$ cat config.mk
export PLATFORM = sky130hd
export DESIGN_NAME = cdown_timer
export DESIGN_NICKNAME = d
export VERILOG_FILES = /design/src/rtl/cdt_pkg.sv /design/src/rtl/cdt_tick_mux.sv /design/src/rtl/cdt_channel.sv /design/src/rtl/cdown_timer.sv
export SDC_FILE = /design/constraint.sdc
export NUM_CORES = 1
export LEC_CHECK = 0
export ABC_AREA = 1
export BUFFER_PORTS_ARGS = -buffer_cell sky130_fd_sc_hd__buf_2
export CAP_MARGIN = 20
export CORE_MARGIN = 4
export CORE_UTILIZATION = 35
export CTS_CLUSTER_DIAMETER = 120
export DETAILED_ROUTE_END_ITERATION = 12
export PLACE_DENSITY = 0.5
export SLEW_MARGIN = 40
export SYNTH_ARGS = -nofsm -noshare
export SYNTH_HDL_FRONTEND = slang
export SYNTH_HIERARCHICAL = 1
export SYNTH_SLANG_ARGS = --single-unit
$ cat constraint.sdc
create_clock -name clk -period 4.2 [get_ports clk]
set_input_delay 0.42 -clock clk [delete_from_list [all_inputs] [get_ports clk]]
set_output_delay 0.42 -clock clk [all_outputs]
set_load 0.005 [all_outputs]
$ cat src/rtl/cdt_pkg.sv
package cdt_pkg;

   localparam int BUS_W      = 32;
   localparam int SEL_W      = 4;

   // Control word bit positions
   localparam int RESTART_B  = 6;
   localparam int IMMLOAD_B  = 7;
   localparam int IRQEN_B    = 14;
   localparam int PEND_B     = 15;

   // Address layout per channel
   localparam int CH_STRIDE  = 'h40;
   localparam int CTL_OFS    = 'h20;
   localparam int SET_OFS    = 'h24;
   localparam int CLR_OFS    = 'h28;
   localparam int LIVE_OFS   = 'h30;
   localparam int TGT_OFS    = 'h40;

   typedef struct packed {
      logic             pend;
      logic             irq_en;
      logic             imm_load;
      logic             restart;
      logic [SEL_W-1:0] sel;
   } ctl_t;

   function automatic logic [BUS_W-1:0] ctl_pack(ctl_t c);
      logic [BUS_W-1:0] w;
      w            = '0;
      w[SEL_W-1:0] = c.sel;
      w[RESTART_B] = c.restart;
      w[IMMLOAD_B] = c.imm_load;
      w[IRQEN_B]   = c.irq_en;
      w[PEND_B]    = c.pend;
      return w;
   endfunction

   function automatic ctl_t ctl_unpack(logic [BUS_W-1:0] w);
      ctl_t c;
      c.sel      = w[SEL_W-1:0];
      c.restart  = w[RESTART_B];
      c.imm_load = w[IMMLOAD_B];
      c.irq_en   = w[IRQEN_B];
      c.pend     = w[PEND_B];
      return c;
   endfunction

endpackage

$ cat src/rtl/cdt_tick_mux.sv
module cdt_tick_mux
   import cdt_pkg::*;
#(
   parameter int NUM_TICK = 12
) (
   input  logic [NUM_TICK-1:0] tick_i,
   input  logic [SEL_W-1:0]    sel,
   output logic                tick_o
);

   localparam int NUM_CODES = 1 << SEL_W;

   initial begin
      tick_range_chk: assert (NUM_TICK >= 1 && NUM_TICK <= NUM_CODES)
         else $error("NUM_TICK must be 1..%0d", NUM_CODES);
   end

   generate
      if (NUM_TICK == 1) begin : g_single
         assign tick_o = tick_i[0] & (sel == '0);
      end else begin : g_multi
         always_comb begin
            tick_o = 1'b0;
            for (int i = 0; i < NUM_TICK; i++) begin
               if (sel == SEL_W'(i)) tick_o = tick_i[i];
            end
         end
      end
   endgenerate

endmodule

$ cat src/rtl/cdt_channel.sv
module cdt_channel
   import cdt_pkg::*;
#(
   parameter int CNT_W = 32
) (
   input  logic             clk,
   input  logic             rst,
   input  logic             tick,
   input  logic             ctl_wr,
   input  logic             ctl_set,
   input  logic             ctl_clr,
   input  logic             tgt_wr,
   input  logic [BUS_W-1:0] wdata,
   output ctl_t             ctl_q,
   output logic [CNT_W-1:0] cnt_q,
   output logic [CNT_W-1:0] tgt_q,
   output logic             irq
);

   initial begin
      cnt_width_chk: assert (CNT_W >= 1 && CNT_W <= BUS_W)
         else $error("CNT_W must be 1..%0d", BUS_W);
   end

   ctl_t             wr_f;
   ctl_t             ctl_d;
   logic             armed_q;
   logic             load_now;
   logic             at_zero;
   logic             expire;

   assign wr_f     = ctl_unpack(wdata);
   assign load_now = tgt_wr & ctl_q.imm_load;
   assign at_zero  = (cnt_q == '0);
   assign expire   = tick & at_zero & armed_q & ~load_now;

   always_comb begin
      ctl_d = ctl_q;
      if (ctl_wr)  ctl_d = wr_f;
      if (ctl_set) ctl_d = ctl_t'(ctl_d | wr_f);
      if (ctl_clr) ctl_d = ctl_t'(ctl_d & ~wr_f);
      if (expire)  ctl_d.pend = 1'b1;
   end

   always_ff @(posedge clk) begin
      if (rst) begin
         ctl_q   <= '0;
         cnt_q   <= '0;
         tgt_q   <= '0;
         armed_q <= 1'b0;
      end else begin
         ctl_q <= ctl_d;
         if (tgt_wr) tgt_q <= wdata[CNT_W-1:0];
         if (load_now) begin
            cnt_q   <= wdata[CNT_W-1:0];
            armed_q <= 1'b1;
         end else if (tick) begin
            if (at_zero) begin
               if (ctl_q.restart) begin
                  cnt_q   <= tgt_q;
                  armed_q <= 1'b1;
               end else begin
                  armed_q <= 1'b0;
               end
            end else begin
               cnt_q <= cnt_q - CNT_W'(1);
            end
         end
      end
   end

   assign irq = ctl_q.irq_en & ctl_q.pend;


   dec_on_tick_chk: assert property (@(posedge clk) disable iff (rst)
      tick && !at_zero && !load_now |=> cnt_q == $past(cnt_q) - CNT_W'(1));


   hold_idle_chk: assert property (@(posedge clk) disable iff (rst)
      !tick && !load_now |=> $stable(cnt_q));


   imm_load_chk: assert property (@(posedge clk) disable iff (rst)
      tgt_wr && ctl_q.imm_load |=> cnt_q == $past(wdata[CNT_W-1:0]));


   oneshot_stop_chk: assert property (@(posedge clk) disable iff (rst)
      tick && at_zero && !ctl_q.restart && !load_now |=> cnt_q == '0 && !armed_q);


   restart_load_chk: assert property (@(posedge clk) disable iff (rst)
      tick && at_zero && ctl_q.restart && !load_now |=> cnt_q == $past(tgt_q) && armed_q);


   pend_wins_chk: assert property (@(posedge clk) disable iff (rst)
      tick && at_zero && armed_q && !load_now |=> ctl_q.pend);


   no_flag_unarmed_chk: assert property (@(posedge clk) disable iff (rst)
      !armed_q && !ctl_wr && !ctl_set && !ctl_q.pend |=> !ctl_q.pend);


   reset_clear_chk: assert property (@(posedge clk)
      rst |=> cnt_q == '0 && tgt_q == '0 && ctl_q == '0 && !armed_q);

endmodule

$ cat src/rtl/cdown_timer.sv
module cdown_timer
   import cdt_pkg::*;
#(
   parameter int NUM_CH   = 2,
   parameter int CNT_W    = 32,
   parameter int NUM_TICK = 12,
   parameter int ADDR_W   = 8
) (
   input  logic                clk,
   input  logic                rst,
   input  logic [NUM_TICK-1:0] tick_i,
   input  logic                wr_en,
   input  logic [ADDR_W-1:0]   addr,
   input  logic [BUS_W-1:0]    wdata,
   output logic [BUS_W-1:0]    rdata,
   output logic [NUM_CH-1:0]   irq_o
);

   localparam longint TOP_ADDR = longint'(TGT_OFS) + longint'(NUM_CH - 1) * longint'(CH_STRIDE);

   initial begin
      num_ch_chk: assert (NUM_CH >= 1)
         else $error("NUM_CH must be at least 1");
      addr_fit_chk: assert (ADDR_W <= 31 && TOP_ADDR < (longint'(1) << ADDR_W))
         else $error("ADDR_W too small for %0d channels", NUM_CH);
   end

   logic [BUS_W-1:0] rd_ch [NUM_CH];

   for (genvar n = 0; n < NUM_CH; n++) begin : g_ch
      localparam logic [ADDR_W-1:0] A_CTL  = ADDR_W'(CTL_OFS  + n * CH_STRIDE);
      localparam logic [ADDR_W-1:0] A_SET  = ADDR_W'(SET_OFS  + n * CH_STRIDE);
      localparam logic [ADDR_W-1:0] A_CLR  = ADDR_W'(CLR_OFS  + n * CH_STRIDE);
      localparam logic [ADDR_W-1:0] A_LIVE = ADDR_W'(LIVE_OFS + n * CH_STRIDE);
      localparam logic [ADDR_W-1:0] A_TGT  = ADDR_W'(TGT_OFS  + n * CH_STRIDE);

      ctl_t             ctl;
      logic [CNT_W-1:0] cnt;
      logic [CNT_W-1:0] tgt;
      logic [BUS_W-1:0] cnt_ext;
      logic [BUS_W-1:0] tgt_ext;
      logic             tick_sel;

      cdt_tick_mux #(
         .NUM_TICK (NUM_TICK)
      ) u_tick (
         .tick_i (tick_i),
         .sel    (ctl.sel),
         .tick_o (tick_sel)
      );

      cdt_channel #(
         .CNT_W (CNT_W)
      ) u_chan (
         .clk     (clk),
         .rst     (rst),
         .tick    (tick_sel),
         .ctl_wr  (wr_en && addr == A_CTL),
         .ctl_set (wr_en && addr == A_SET),
         .ctl_clr (wr_en && addr == A_CLR),
         .tgt_wr  (wr_en && addr == A_TGT),
         .wdata   (wdata),
         .ctl_q   (ctl),
         .cnt_q   (cnt),
         .tgt_q   (tgt),
         .irq     (irq_o[n])
      );

      if (CNT_W == BUS_W) begin : g_full
         assign cnt_ext = cnt;
         assign tgt_ext = tgt;
      end else begin : g_pad
         assign cnt_ext = {{(BUS_W - CNT_W){1'b0}}, cnt};
         assign tgt_ext = {{(BUS_W - CNT_W){1'b0}}, tgt};
      end

      always_comb begin
         if (addr == A_CTL)       rd_ch[n] = ctl_pack(ctl);
         else if (addr == A_LIVE) rd_ch[n] = cnt_ext;
         else if (addr == A_TGT)  rd_ch[n] = tgt_ext;
         else                     rd_ch[n] = '0;
      end


      irq_gate_chk: assert property (@(posedge clk) disable iff (rst)
         irq_o[n] |-> ctl_pack(ctl)[PEND_B] && ctl_pack(ctl)[IRQEN_B]);
   end

   always_comb begin
      rdata = '0;
      for (int i = 0; i < NUM_CH; i++) rdata = rdata | rd_ch[i];
   end

endmodule

==> qor.yml <==
sta:
  final_min_period_over_clock_period_pct: 64.9
  worst_slew_pin_slew_ns: 0.786
  min_period_ns: 2.72
  rsz_0062_raised_after_global_routing: "false"
  setup_viol: 0
  max_slew_violations: 0
  hold_viol: 0
  max-slew-margin-rel_pct: 47.4
  post-route-worst-setup-slack_ns: 1.48
  final.setup.tns_ns: 0
  fin_worst_skew_ns: 0.0141
  fmaxAchievable_mhz: 367
grt:
  globalRouteTotalUtil_pct: 25.0
  largest_net_degree_at_the_start_of_global_routing: 64
  grt_pass1_vias: 10738
  globalRoute.totalOverflow: 0
  grt_pass1_wl_microns: 65400
  antenna_found_initial: 0
place:
  place.detailed.hpwl_microns: 32200
  dpl_worst_slack_ns: 1.14
  numPortBuffers: 88
  post_place_cell_area_sq_um: 11100
  gp_routability_congestion: 0.884
yosys:
  synth_top_area_cell: "dfxtp_1"
  synth.top_cell.area_share_pct: 27.6
  synth.yosys.seq_area_share_pct: 27.6
  ys_top_cells_by_area: "dfxtp_1 28%, nand2_1 13%, nor2_1 10%, nand3_1 8.7%, a21oi_1 8.1%"
  yosys_warnings: 6
  syn-cell-area_sq_um: 10600
  ys_ff_latch: 146
  mappedNetlistNets: 1832
  postSynthAreaPerCell_sq_um: 5.98
  syn_inst: 1773
  post_synth_num_cell_types: 37
drt:
  via_per_inst: 5.31
  drt_first_pass_iters: 6
  drtAntennaViolNets: 0
  routed_wirelength_microns: 42300
  count_of_unresolved_drc_violations_after_routing: 0
  dr.first_iter.drc_count: 1081
  avgRoutedWirePerCell_microns: 19.1
  via_count: 11772
setup_path:
  critical_path_required_ns: 3.78
  cp_data_arrival_time_ns: 2.30
  worst-setup-path-type: "in -> out"
  worst-path-buf-inv: 4
  critPathTopFamily: "buffers and inverters"
  critical_path.endpoint_type: "primary output"
  delay_of_the_slowest_critical_path_stage_ns: 0.50
  biggest_fanout_along_the_worst_timing_path: 51
  crit_path_cell_trace: "buf_2, nor2_4, nand2_8, inv_4, buf_4, nand3_1, nand2_1, nand3_1, nand2_1, buf_2"
  critical_path.slowest_cell: "buf_4"
  setup.worst_path.start_class: "input port"
job:
  maxCapViolations: 0
clocking:
  cts-buffers-inserted: 17
  cts_hold_buffers: 0
  insertion_delay_of_the_later_clocked_pin_in_the_worst_skew_pair_ns: 0.44
  htree_num_levels: 4
  cts_resized: 0
  clock_sinks: 146
  cts_tree: "done"
  post_cts_buffers: 0
  clock_tree.root_cell: "clkbuf_16"
  cts_buffer_depth: 2
  clkSlewWorstSetupHoldPaths_ns: 0.06
layout:
  count_of_nets_after_finishing: 1871
  diodes: 0
  area_growth_syn_to_layout_pct: 10.7
  final_layout_size_suffix_gt1_share_pct: 13.2
  finish.utilization_pct: 39.4
  postLayoutCellArea_sq_um: 11700
die:
  initial_utilization_pct: 35.6
  die_h_microns: 182
  core.rowCount: 63
  boundaryPins: 89
  die_x_microns: 182
  core_area_sq_um: 29800
  floorplan.die_area_sq_um: 33200
hold_path:
  hold_path_class: "in -> reg"
power:
  peakVddDrop_uv: 208
  power_density_over_the_cells_nw_per_um2: 428
  report.power.total_mw: 5.02
  power.static_leakage_nw: 5.43
status:
  outcome: "completed"
-- cell families after synthesis --
| kind of cell | Yosys count | synth area share (%) |
|---|---|---|
| AOI/OAI and AO/OA | 363 | 18.6 |
| xor gates and xnor gates | 12 | 0.991 |
| adders and majority gates | 4 | 0.472 |
| buffers and inverters | 286 | 11.9 |
| DFF | 146 | 27.6 |
| muxes | 2 | 0.189 |
| and+or+nand+nor | 960 | 40.3 |
-- synth_stat cells --
library cell and instances:
nand2_1 375, nor2_1 283, inv_1 191, nand3_1 184, a21oi_1 171, dfxtp_1 146
o21ai_0 124, clkbuf_1 34, nand2_2 27, nand4_1 27, a21oi_2 20, nor2_2 19
buf_6 16, inv_2 15, a211oi_1 14, a22oi_1 14, buf_2 14, nor2_4 14
o21ai_1 14, buf_4 10, nand3_2 8, nand3b_1 7, a21boi_1 6, xnor2_1 6
xor2_1 6, clkinv_1 4, ha_1 4, nor3_1 4, or2_0 4, mux2i_1 2
nand2_4 2, nor4_1 2, or2_2 2, buf_8 1, inv_4 1, nand2_8 1
nor2_8 1
-- power breakdown --
part	total, mW	internal [mW]	leakage [nW]	switching (mW)
Sequential	1.66	1.48	1.18	0.186
Clock	1.59	0.932	0.286	0.654
Combinational	1.77	0.546	3.96	1.23
-- worst register-to-register path: stages (launching register included) --
cell and delay (ns):
dfxtp_1 0.59, inv_2 0.15, nand2_2 0.09, nand3_2 0.06
nand3_2 0.07, nand2_1 0.06, nor2_1 0.42, nor2_1 0.10
inv_1 0.12, nand2_4 0.20, inv_2 0.34, o21ai_0 0.17
nor2_1 0.14, nor2_1 0.05
-- routing by layer --
layer	share of wire [%]	wire length (microns)	up-vias	GRT usage (%)
met5	0	0	-	0
met4	2.0	851	0	6.24
met3	4.9	2070	44	2.53
met2	44	18500	379	37.9
met1	49	20900	5505	37.9
li1	-	-	5844	-
-- cell type report --
class	count	area [sq um]
Tap cell	390	488
Clock inverter	14	164
Fill cell	3330	18100
Sequential cell	146	2920
Clock buffer	18	429
Inverter	211	795
Multi-Input combinational cell	1341	6440
Timing Repair Buffer	95	499
-- worst paths after layout --
kind	start	cells after the start	slack, ns	end
worst max register to register	g_ch[0].u_chan/ctl_q[0]	13	1.55	g_ch[0].u_chan/cnt_q[12]
worst max-delay path	addr[1]	10	1.48	rdata[12]
worst min-delay path	wdata[17]	3	0.29	g_ch[1].u_chan/tgt_q[17]
worst min register to register	g_ch[1].u_chan/armed_q	2	0.49	g_ch[1].u_chan/ctl_q[7]
-- through the flow --
| step | instances | hold WS, ns |
|---|---|---|
| 3_3_place_gp | 2183 | 0.468 |
| 5_1_grt | 2215 | 0.283 |
| 6_report | 2215 | 0.285 |
| 4_1_cts | 2215 | 0.268 |
| 3_5_place_dp | 2183 | 0.482 |
| 2_1_floorplan | 1773 | 0.444 |
-- layout by cell type (no fill, tap or decap), drive strengths merged --
cell / n
clkbuf: 18
bufinv: 3
inv: 208
nand3b: 7
or2: 6
nor2: 317
o21ai: 138
xor2: 6
a21boi: 6
a22oi: 14
a21oi: 191
nor3: 4
nand3: 192
nand4: 27
mux2i: 2
a211oi: 14
xnor2: 6
nor4: 2
dfxtp: 146
clkinvlp: 3
ha: 4
buf: 95
nand2: 405
clkinv: 11
-- sequential cells by signal, summed over array words and instances, names as in the netlist --
| name | flops |
|---|---|
| g_ch.u_chan/cnt_q | 64 |
| g_ch.u_chan/ctl_q | 16 |
| g_ch.u_chan/armed_q | 2 |
| g_ch.u_chan/tgt_q | 64 |
(Power assumes the default switching activity.)
